### config.mk
export PLATFORM = sky130hd
export DESIGN_NAME = failover_arbiter
export DESIGN_NICKNAME = d
export VERILOG_FILES = /design/src/rtl/fo_pkg.sv /design/src/rtl/fo_datapath.sv /design/src/rtl/fo_control.sv /design/src/rtl/failover_arbiter.sv
export SDC_FILE = /design/constraint.sdc
export NUM_CORES = 1
export LEC_CHECK = 0
export ABC_AREA = 1
export BUFFER_PORTS_ARGS = -buffer_cell sky130_fd_sc_hd__buf_2
export CELL_PAD_IN_SITES_DETAIL_PLACEMENT = 1
export CELL_PAD_IN_SITES_GLOBAL_PLACEMENT = 2
export CORE_MARGIN = 1.5
export CORE_UTILIZATION = 33
export CTS_CLUSTER_SIZE = 20
export DETAILED_ROUTE_END_ITERATION = 12
export PLACE_DENSITY_LB_ADDON = 0.1
export SYNTH_ARGS = -nofsm -noshare
export SYNTH_HDL_FRONTEND = slang
export SYNTH_HIERARCHICAL = 1
export SYNTH_SLANG_ARGS = --single-unit
### constraint.sdc
create_clock -name clk -period 2.7 [get_ports clk]
set_input_delay 0.27 -clock clk [delete_from_list [all_inputs] [get_ports clk]]
set_output_delay 0.27 -clock clk [all_outputs]
set_load 0.01 [all_outputs]
### src/rtl/fo_pkg.sv
package fo_pkg;

  typedef enum logic [2:0] {
    ST_ACTIVE  = 3'd0,
    ST_HOLD    = 3'd1,
    ST_ARMED   = 3'd2,
    ST_TRIAL   = 3'd3,
    ST_LATCHED = 3'd4,
    ST_RESUME  = 3'd5
  } foState_e;

  // control -> datapath
  typedef struct packed {
    logic forward;
    logic selComplex;
  } ctlStrobe_t;

  // datapath -> control
  typedef struct packed {
    logic periodEnd;
    logic cmdHeld;
    logic wdExpire;
  } dpStatus_t;

endpackage

### src/rtl/fo_datapath.sv
module fo_datapath
  import fo_pkg::*;
#(
  parameter int DATA_W        = 16,
  parameter int PERIOD_CYCLES = 1250000,
  parameter int WDOG_CYCLES   = 1000000
) (
  input  logic              clk,
  input  logic              rstN,
  input  logic              mbxValid,
  input  logic [DATA_W-1:0] mbxCmd,
  output logic              mbxRd,
  input  logic [DATA_W-1:0] safeCmd,
  input  ctlStrobe_t        strobe,
  output dpStatus_t         status,
  output logic [DATA_W-1:0] cmdOut,
  output logic              cmdValid
);

  localparam int PH_W = $clog2(PERIOD_CYCLES);
  localparam int WD_W = $clog2(WDOG_CYCLES + 1);
  localparam logic [PH_W-1:0] PH_LAST = PH_W'(PERIOD_CYCLES - 1);
  localparam logic [WD_W-1:0] WD_LAST = WD_W'(WDOG_CYCLES - 1);

  logic [PH_W-1:0]   phase;
  logic [WD_W-1:0]   wdCnt;
  logic              wdLive;
  logic              cmdHeld;
  logic [DATA_W-1:0] heldCmd;
  logic              periodEnd;
  logic              polling;
  logic              take;
  logic              wdExpire;

  assign periodEnd = (phase == PH_LAST);
  assign polling   = wdLive && !cmdHeld;
  assign take      = polling && mbxValid;
  assign wdExpire  = polling && !mbxValid && (wdCnt == '0);
  assign mbxRd     = polling;

  always_ff @(posedge clk or negedge rstN) begin
    if (!rstN) begin
      phase <= '0;
    end else if (periodEnd) begin
      phase <= '0;
    end else begin
      phase <= phase + 1'b1;
    end
  end

  // watchdog and capture of the polled command
  always_ff @(posedge clk or negedge rstN) begin
    if (!rstN) begin
      wdCnt   <= WD_LAST;
      wdLive  <= 1'b1;
      cmdHeld <= 1'b0;
      heldCmd <= '0;
    end else if (periodEnd) begin
      wdCnt   <= WD_LAST;
      wdLive  <= 1'b1;
      cmdHeld <= 1'b0;
    end else if (take) begin
      cmdHeld <= 1'b1;
      heldCmd <= mbxCmd;
    end else if (wdExpire) begin
      wdLive  <= 1'b0;
    end else if (polling) begin
      wdCnt   <= wdCnt - 1'b1;
    end
  end

  // one forwarded command per period
  always_ff @(posedge clk or negedge rstN) begin
    if (!rstN) begin
      cmdOut   <= '0;
      cmdValid <= 1'b0;
    end else begin
      cmdValid <= strobe.forward;
      if (strobe.forward) begin
        cmdOut <= strobe.selComplex ? heldCmd : safeCmd;
      end
    end
  end

  always_comb begin
    status.periodEnd = periodEnd;
    status.cmdHeld   = cmdHeld;
    status.wdExpire  = wdExpire;
  end

endmodule

### src/rtl/fo_control.sv
module fo_control
  import fo_pkg::*;
(
  input  logic       clk,
  input  logic       rstN,
  input  logic       holdUntilClear,
  input  logic       anomaly,
  input  logic       envViolation,
  input  logic       recoveryDone,
  input  logic       opClear,
  input  dpStatus_t  status,
  output ctlStrobe_t strobe,
  output logic       onSafety,
  output logic       coreResetReq
);

  foState_e state, stateNext;
  logic     judged;
  logic     failNow;
  foState_e safeState;

  always_comb begin
    judged    = (state == ST_ACTIVE) || (state == ST_TRIAL);
    failNow   = judged && (anomaly || status.wdExpire ||
                (status.periodEnd && (!status.cmdHeld || envViolation)));
    safeState = holdUntilClear ? ST_LATCHED : ST_HOLD;

    stateNext = state;
    unique case (state)
      ST_ACTIVE:  if (failNow) stateNext = safeState;
      ST_TRIAL: begin
        if (failNow)               stateNext = safeState;
        else if (status.periodEnd) stateNext = ST_ACTIVE;
      end
      ST_HOLD:    if (recoveryDone)     stateNext = ST_ARMED;
      ST_ARMED:   if (status.periodEnd) stateNext = ST_TRIAL;
      ST_LATCHED: if (opClear)          stateNext = ST_RESUME;
      ST_RESUME:  if (status.periodEnd) stateNext = ST_ACTIVE;
      default:    stateNext = safeState;
    endcase

    strobe.forward    = status.periodEnd;
    strobe.selComplex = (state == ST_ACTIVE) && status.cmdHeld && !failNow;
  end

  always_ff @(posedge clk or negedge rstN) begin
    if (!rstN) begin
      state        <= ST_ACTIVE;
      coreResetReq <= 1'b0;
    end else begin
      state        <= stateNext;
      coreResetReq <= failNow;
    end
  end

  assign onSafety = (state != ST_ACTIVE);

endmodule

### src/rtl/failover_arbiter.sv
module failover_arbiter
  import fo_pkg::*;
#(
  parameter int DATA_W        = 16,
  parameter int PERIOD_CYCLES = 1250000,
  parameter int WDOG_CYCLES   = 1000000
) (
  input  logic              clk,
  input  logic              rstN,
  input  logic              holdUntilClear,
  input  logic              mbxValid,
  input  logic [DATA_W-1:0] mbxCmd,
  output logic              mbxRd,
  input  logic [DATA_W-1:0] safeCmd,
  input  logic              anomaly,
  input  logic              envViolation,
  input  logic              recoveryDone,
  input  logic              opClear,
  output logic [DATA_W-1:0] cmdOut,
  output logic              cmdValid,
  output logic              onSafety,
  output logic              coreResetReq
);

  ctlStrobe_t strobe;
  dpStatus_t  status;

  fo_datapath #(
    .DATA_W(DATA_W),
    .PERIOD_CYCLES(PERIOD_CYCLES),
    .WDOG_CYCLES(WDOG_CYCLES)
  ) u_dp (
    .clk(clk),
    .rstN(rstN),
    .mbxValid(mbxValid),
    .mbxCmd(mbxCmd),
    .mbxRd(mbxRd),
    .safeCmd(safeCmd),
    .strobe(strobe),
    .status(status),
    .cmdOut(cmdOut),
    .cmdValid(cmdValid)
  );

  fo_control u_ctl (
    .clk(clk),
    .rstN(rstN),
    .holdUntilClear(holdUntilClear),
    .anomaly(anomaly),
    .envViolation(envViolation),
    .recoveryDone(recoveryDone),
    .opClear(opClear),
    .status(status),
    .strobe(strobe),
    .onSafety(onSafety),
    .coreResetReq(coreResetReq)
  );

endmodule

======== Word-level counts from Yosys, hierarchy flattened ========
Index checks and enable logic that the tools add are counted.
word-level totals
  output and inout port bits .............. 20
  logic and storage cells ................. 68
  bits in registers ....................... 80
  input bits .............................. 40
cells by class
  multiplexer cells ....................... 19
  bitwise operators ....................... 1
  equality and inequality tests ........... 12
  $add $sub $neg .......................... 2
  reductions and logical operators ........ 25
operators with widths
  kind                                                  number
  2-to-1 mux 20 bit                                     4
  adder 21 x 1 -> 21 bit (second input constant)        1
  equality test 21 bit (second input constant)          1
  2-to-1 mux 21 bit                                     1
  2-to-1 mux 3 bit                                      7
  logical NOT 20 bit                                    1
  subtractor 20 x 1 -> 20 bit (second input constant)   1
  case mux 3 bit (6 select lines)                       1
  2-to-1 mux 16 bit                                     1
  logical AND 1 bit                                     8
  equality test 3 x 2 -> 1 bit (second input constant)  2
  equality test 3 bit (second input constant)           2
  != test 2 x 1 -> 1 bit (second input constant)        3
  != test 2 bit (second input constant)                 3
  nonzero test 2 bit                                    3
  2-to-1 mux 1 bit                                      5
  logical OR 1 bit                                      4
  AND reduction 2 bit                                   2
  AND reduction 4 bit                                   1
  equality test 3 x 1 -> 1 bit (second input constant)  1
  logical NOT 1 bit                                     3
  logical NOT 3 bit                                     1
  AND reduction 3 bit                                   1
  nonzero test 3 bit                                    1
  inverter 1 bit                                        1

======== Depth between registers and ports, before layout ========
Gate-level depths: netlist of run 1.
  depth in word-level cells ............... 10
  depth in mapped cells ................... 16
  mapped depth without buffers ............ 15

======== Cells and area by module ========
Netlist of run 1, hierarchy kept.
by module, submodules not included
  module       cells an instance  area an instance (um^2)  times used  sequential area each (um^2)
  fo_datapath  543                4107.7                   1           1918.1
  fo_control   64                 387.9                    1           100.1

======== Least setup slack after synthesis of run 1 ========
Ideal clock, no wire load.
  path kind ............................... reg-to-reg
  from .................................... register u_dp.wdCnt[0]
  to ...................................... register u_dp.cmdOut[10]
  required time ........................... 2.565 ns
  stages on the path, launching flop included .. 16
  arrival ................................. 2.157 ns
  slack ................................... 0.408 ns
  path buffers ............................ 3
  period minus slack after synthesis ...... 2.292 ns
  library setup time ...................... 0.135 ns
  cell sequence ........................... dfstp_2 inv_1 ha_1 nand3_1 nor2_1 nand3_2 inv_1 buf_4 nor2_1 nand3_2 nor2_1 clkbuf_1 inv_1 clkbuf_1 nand2_1 a31oi_1
RTL lines
  what                    RTL line           RTL
  from (decl)             fo_datapath.sv:26  logic [WD_W-1:0] wdCnt;
  from (signal assigned)  fo_datapath.sv:68  wdCnt <= wdCnt - 1'b1;
  to (signal assigned)    fo_datapath.sv:80  cmdOut <= strobe.selComplex ? heldCmd : safeCmd;
  to (decl)               fo_datapath.sv:16  output logic [DATA_W-1:0] cmdOut,

==> results.yml, run 1 <==
power:
  vdd_drop_max_uv: 317
  power_density_nw_per_um2: 767
  leakagePower_nw: 2.70
worst_setup_path:
  crit_chain: "ha_1 -> nand2_1 -> nor2_2 -> nand4_1 -> inv_1 -> nand3_1 -> inv_1 -> nand2_1 -> nand3_2 -> nor2_1 -> inv_1 -> nand2_1 -> a31oi_1"
  crit_arrival_ns: 2.53
  worstSetupPathType: "register to register"
  slowest_delay_ns: 0.40
  cp-end-kind: "register"
  cp-start-kind: "register"
  crit_path_top_delay_cell: "dfrtp_1"
  worst-path-max-fanout: 16
  required_ns: 2.97
sta:
  period_minus_slack_ns: 2.26
  setup_viol: 0
  fin_worst_skew_ns: 0.00663
  period_share_pct: 83.8
  worstMarginPinSlew_ns: 0.608
  finalSetupTns_ns: 0
  maxSlewHeadroom_pct: 59.4
  finalHoldViolCount: 0
  drv_slew: 0
  max_freq_mhz: 442
  grt_setup_unrepaired: "no"
floorplan:
  core_area_um2: 13200
  io_pins: 60
  die-height_um: 120
  start_util_pct: 33.9
  die_width_um: 120
  rows: 42
  fp.dieArea_um2: 14300
layout:
  fin_area_um2: 5280
  area_delta_synth_final_pct: 17.4
  nets: 709
  antennaDiodeCount: 0
  layout-drive-gt1-share_pct: 17.9
grt:
  grt_max_degree: 44
  grt.total_usage_pct: 18.7
  grt_pass1_wl_um: 20900
  grt_pass1_vias: 4083
  grt-ovfl-total: 0
  antenna_found_initial: 0
clock_tree:
  cts_resized: 0
  cts_made_buffers: 9
  cts_root_buf: "clkbuf_16"
  clk_pin_slew_worst_paths_ns: 0.07
  clk_latency_ns: 0.35
  cts_tree: "done"
  cts.sinks: 80
  cts_buffer_depth: 2
  cts_max_level: 3
synth:
  async_flop_share_pct: 100
  ys_top_cells_by_area: "dfrtp_1 37%, nand2_1 16%, nand3_1 8.3%"
  yosysWarnings: 6
  ys_types: 30
  synthFlopType: "dfrtp_1"
  syn_nets: 650
  synth_area_um2: 4500
  synth_edf_count: 0
  synth_top_area_cell: "dfrtp_1"
  yosys.area.top_type_share_pct: 37.3
  synth-seq-area-share_pct: 44.9
  avgSynthCellArea_um2: 7.41
  ys_ff_latch: 80
  syn_inst: 607
route:
  drtAntennaViolNets: 0
  drc: 0
  drt_pre_antenna_iters: 4
  drt_iter0_markers: 165
  drt-vias-per-instance: 4.79
  wl_per_cell_um: 14.6
  wl_um: 12400
  num_vias: 4061
placed_design:
  dp_hpwl_um: 9080
  port-buffer-count: 59
  place_area_um2: 4950
  place_congestion: 0.835
worst_hold_path:
  hold_class: "input port to register"
outcome:
  status: "completed"
flow_run:
  drv_cap: 0
[through the flow]
step | total power, mW | hold WS (ns) | utilization, % | std cells | worst slack (ns)
6_report | 4.04 | 0.156 | 39.8 | 847 | 0.437
3_3_place_gp | 2.74 | 0.306 | 37.4 | 830 | 0.561
4_1_cts | 4.12 | 0.144 | 39.8 | 847 | 0.376
3_5_place_dp | 2.79 | 0.307 | 37.4 | 830 | 0.396
5_1_grt | 4.35 | 0.161 | 39.8 | 847 | 0.118
2_1_floorplan | 2.45 | -0.0256 | - | 607 | 0.408
[cells by family (layout without fill, tap and decap cells)]
kind of cell             count (synthesis)  after routing  synth area share (%)
XOR/XNOR                                18             18                  3.51
adder cells (fa/ha/maj)                  3              3                 0.835
flip-flops                              80             80                  44.9
AND/OR/NAND/NOR                        388            388                  37.9
buffers and inverters                   86            150                  8.60
AO/OA/AOI/OAI                           32             32                  4.23
[registers in the layout, summed over array words and instances, names as in the netlist]
name                count
u_dp/phase             21
u_dp/wdCnt             20
u_dp/cmdOut            16
u_dp/heldCmd           16
u_ctl/state             3
u_ctl/coreResetReq      1
u_dp/cmdHeld            1
u_dp/cmdValid           1
u_dp/wdLive             1
[power breakdown]
group,switching [mW],total [mW],internal [mW],leakage [nW]
Combinational,0.678,1.08,0.401,1.63
Clock,0.536,1.29,0.755,0.151
Sequential,0.203,1.67,1.47,0.922
[layout make-up]
cell class / instances / area (um^2)
multi-input cells: 441 / 2090
clock buffers: 10 / 239
repair buffers: 70 / 395
clock inverters: 6 / 72.6
inverters: 64 / 240
fillers: 1697 / 7970
flip-flops and latches: 80 / 2020
well taps: 176 / 220
[layer usage]
| metal | up-vias | part of all wire [%] | global-route usage (%) |
|---|---|---|---|
| li1 | 2048 | - | - |
| met2 | 60 | 45 | 28.6 |
| met5 | - | 0 | 0 |
| met3 | 9 | 3.6 | 3.23 |
| met4 | 0 | 1.2 | 6.47 |
| met1 | 1944 | 50 | 26.6 |
[worst max-delay path: cells and delay by family (launching register included)]
family / cells / cell delay (ns)
and+or+nand+nor: 8 / 0.81
adders and majority gates: 1 / 0.25
buffers and inverters: 3 / 0.57
DFF: 1 / 0.40
AOI/OAI and AO/OA: 1 / 0.15
[synthesized netlist by cell type, types with 5 or more instances]
cell      count
a31oi_1      16
nand3_2       6
nor3_1        6
nand4_1      11
a21oi_1       5
clkbuf_1      7
nand3_1      75
xor2_1       14
dfrtp_1      67
inv_1        61
nand2_1     188
nor2_1       83
nor2_2        6
buf_6         5
nand3b_1      5
o21ai_0       8
buf_4         6
dfstp_2      13
[layout by cell type (no fill, tap or decap), types with 10 or more instances in the layout]
master / count
nand2_1: 188
nor2_1: 83
nand3_1: 75
dfrtp_1: 67
inv_1: 61
buf_2: 58
a31oi_1: 16
xor2_1: 14
dfstp_2: 13
nand4_1: 11
buf_4: 10
[what timing repair did]
item	4_1_cts	5_1_grt
setup buffers	0	0
setup endpoints to repair	0	0
hold endpoints to repair	32	0
hold buffers	1	0
[worst paths after layout]
path / start / endpoint / slack [ns] / depth (start not counted)
setup / recovery: u_dp/phase[0] / u_dp/cmdOut[14] / 0.44 / 13
hold / removal: mbxCmd[5] / u_dp/heldCmd[5] / 0.16 / 3
setup reg to reg: u_dp/phase[0] / u_dp/cmdOut[14] / 0.44 / 13
hold reg to reg: u_dp/heldCmd[15] / u_dp/heldCmd[15] / 0.47 / 2
max in group asynchronous: rstN / u_dp/wdCnt[17] / 1.53 / 3
min in group asynchronous: rstN / u_ctl/state[1] / 0.47 / 2
Power figures use the tool's default switching activity.
==> run 2: changes to the inputs <==
--- a/config.mk
+++ b/config.mk
@@ -5,12 +5,12 @@
 export SDC_FILE = /design/constraint.sdc
 export NUM_CORES = 1
 export LEC_CHECK = 0
-export ABC_AREA = 1
+export ABC_AREA = 0
 export BUFFER_PORTS_ARGS = -buffer_cell sky130_fd_sc_hd__buf_2
 export CELL_PAD_IN_SITES_DETAIL_PLACEMENT = 1
 export CELL_PAD_IN_SITES_GLOBAL_PLACEMENT = 2
 export CORE_MARGIN = 1.5
-export CORE_UTILIZATION = 33
+export CORE_UTILIZATION = 37
 export CTS_CLUSTER_SIZE = 20
 export DETAILED_ROUTE_END_ITERATION = 12
 export PLACE_DENSITY_LB_ADDON = 0.1
==> constraint.sdc (replaced) <==
create_clock -name clk -period 2.2 [get_ports clk]
set_input_delay 0.22 -clock clk [delete_from_list [all_inputs] [get_ports clk]]
set_output_delay 0.22 -clock clk [all_outputs]
set_load 0.01 [all_outputs]
==> run 2 against run 1 <==
Against the previous run: the flow now finishes with violations (setup timing); hold slack lost 0.084 ns; via count shrank 14%; critical path depth shrank 1; register-to-register slack lost 0.50 ns; combinational power shrank 67%; synthesized cell count shrank 35%; non-clock buffer count grew 69; highest routed layer unchanged.
==> results.yml, run 2 <==
grt:
  grt_pass1_vias: 3628
  grt-ovfl-total: 0
  grt.total_usage_pct: 20.4
  antenna_found_initial: 0
  grt_max_degree: 47
  grt_pass1_wl_um: 18600
worst_setup_path:
  cp-end-kind: "register"
  slowest_delay_ns: 0.54
  r2r-end: "u_dp/cmdOut[11]"
  r2r_start: "u_dp/wdCnt[0]"
  crit_path_top_delay_cell: "dfstp_2"
  r2r_slack_ns: -0.06
  crit_arrival_ns: 2.50
  cp-start-kind: "register"
  worst-path-max-fanout: 6
  reg2reg_depth: 12
  required_ns: 2.44
  worstSetupPathType: "register to register"
  cp-endpoint: "u_dp/cmdOut[11]"
  crit_start: "u_dp/wdCnt[0]"
  crit_chain: "inv_2 -> ha_4 -> or2b_4 -> nor4_4 -> nand2_1 -> nor2_2 -> a211o_4 -> nor2_4 -> and2_4 -> buf_12 -> mux2i_1 -> a21oi_1"
synth:
  yosys.area.top_type_share_pct: 40.5
  synth_area_um2: 4140
  yosysWarnings: 6
  synth_edf_count: 0
  ys_ff_latch: 80
  ys_types: 61
  ys_top_cells_by_area: "dfrtp_1 40%, dfstp_2 8.2%, mux2i_1 7.0%"
  synthFlopType: "dfrtp_1"
  yosysMostFrequentCell: "dfrtp_1"
  syn_inst: 396
  syn_nets: 439
  synth_top_area_cell: "dfrtp_1"
  avgSynthCellArea_um2: 10.5
  synth-seq-area-share_pct: 48.7
  async_flop_share_pct: 100
  synth_common_cells: "67 x dfrtp_1, 44 x nor2_1, 41 x a21oi_1"
layout:
  final_cell_mix: "76 x buf_4, 67 x dfrtp_1, 58 x buf_2"
  finish.utilization_pct: 50.3
  final_cells: 669
  layout-drive-gt1-share_pct: 41.2
  multiInputGateArea_um2: 2100
  antennaDiodeCount: 0
  largest_register_ffs: 21
  regArea_um2: 2020
  n_fill_cell: 1239
  layout_commonest_cell: "buf_4"
  nets: 568
  area_delta_synth_final_pct: 32.1
  top_register: "u_dp/phase"
  top_regs: "u_dp/phase x21, u_dp/wdCnt x20"
sta:
  finalSetupTns_ns: -0.365
  setup_viol: 12
  maxSlewHeadroom_pct: 64.8
  fin_ws_ns: -0.0588
  period_minus_slack_ns: 2.26
  max_freq_mhz: 443
  grt_setup_unrepaired: "yes"
  period_share_pct: 103
  finalHoldViolCount: 0
  drv_slew: 0
  worstMarginPinSlew_ns: 0.528
  fin_worst_skew_ns: 0.0106
floorplan:
  die_width_um: 109
  rows: 38
  start_util_pct: 38.1
  fp.dieArea_um2: 11800
  core_area_um2: 10900
  io_pins: 60
  die-height_um: 109
route:
  wl_per_cell_um: 16.9
  drtAntennaViolNets: 0
  num_vias: 3476
  drt-vias-per-instance: 5.20
  wl_um: 11300
  drt_iter0_markers: 148
  drc: 0
  drt_pre_antenna_iters: 4
clock_tree:
  cts.sinks: 80
  cts_tree: "done"
  cts_root_buf: "clkbuf_8"
  clk_pin_slew_worst_paths_ns: 0.09
  clk_latency_ns: 0.36
  cts_max_level: 3
  cts_made_buffers: 9
  cts_buffer_depth: 2
placed_design:
  dp_slack_ns: -0.119
  place_inst: 638
  port-buffer-count: 59
  place_congestion: 0.808
  dp_hpwl_um: 8070
outcome:
  status: "finished, violations left"
  violations: "setup timing"
power:
  total_power_mw: 3.12
  leakagePower_nw: 2.37
  vdd_drop_max_uv: 385
  power_density_nw_per_um2: 569
worst_hold_path:
  hold_class: "input port to register"
flow_run:
  drv_cap: 0
[run 2: critical path, delay by kind of cell, from the launching register on]
kind            cells  cell delay [ns]
simple gates        6             0.70
flops               1             0.54
compound gates      2             0.39
buf+inv             2             0.19
mux                 1             0.18
fa+ha+maj           1             0.15
[run 2: cell families after synthesis]
logic type	Yosys count	share of synthesized area, %
multiplexers	47	11.9
AO/OA/AOI/OAI	78	12.0
adder cells (fa/ha/maj)	3	0.906
flip-flops	80	48.7
XOR/XNOR	18	3.80
buffers and inverters	28	3.26
AND/OR/NAND/NOR	142	19.4
[run 2: layout make-up]
| class | count | share of cell area, % |
|---|---|---|
| multi-input cells | 289 | 38.4 |
| flip-flops and latches | 80 | 36.9 |
| repair buffers | 139 | 17.1 |
| well taps | 140 | 3.20 |
| clock buffers | 9 | 2.26 |
| clock inverters | 6 | 1.74 |
| inverters | 6 | 0.457 |
[run 2: how the worst min path moves through the flow]
stage               slack, ns        from  depth (start not counted)            endpoint
floorplan               -0.08        rstN                          0  u_ctl/coreResetReq
global placement         0.21        rstN                          1     u_dp/heldCmd[9]
detailed placement       0.22        rstN                          1      u_dp/cmdOut[9]
CTS                      0.05  mbxCmd[13]                          2    u_dp/heldCmd[13]
global route             0.05   mbxCmd[9]                          2     u_dp/heldCmd[9]
finish                   0.07   mbxCmd[9]                          2     u_dp/heldCmd[9]
[run 2: power by group]
group          internal [mW]  switching, mW  leakage [nW]  total (mW)
registers               1.50         0.0450         0.959        1.55
clock network          0.641          0.570         0.109        1.21
logic                  0.166          0.191          1.31       0.358
[run 2: routing by layer]
metal,vias to the layer above,part of all wire [%],global-route usage [%]
met5,-,0,0
met4,0,1.5,7.80
met3,12,2.7,2.57
met2,50,48,33.9
met1,1715,48,27.2
li1,1699,-,-
[run 2: what timing repair did]
item,in CTS,in global routing
hold buffers,1,0
resized for setup,12,12
endpoints found under the setup margin,21,24
hold endpoints to repair,28,0
gates cloned,1,0
pin swaps,3,10
setup buffers,8,7
[run 2: metrics by stage]
step,cell area (um^2),hold slack (ns)
after global routing,5470,0.0523
after floorplan,4200,-0.0756
final,5470,0.0715
after detailed placement,5030,0.218
after global placement,5030,0.209
after CTS,5380,0.0497
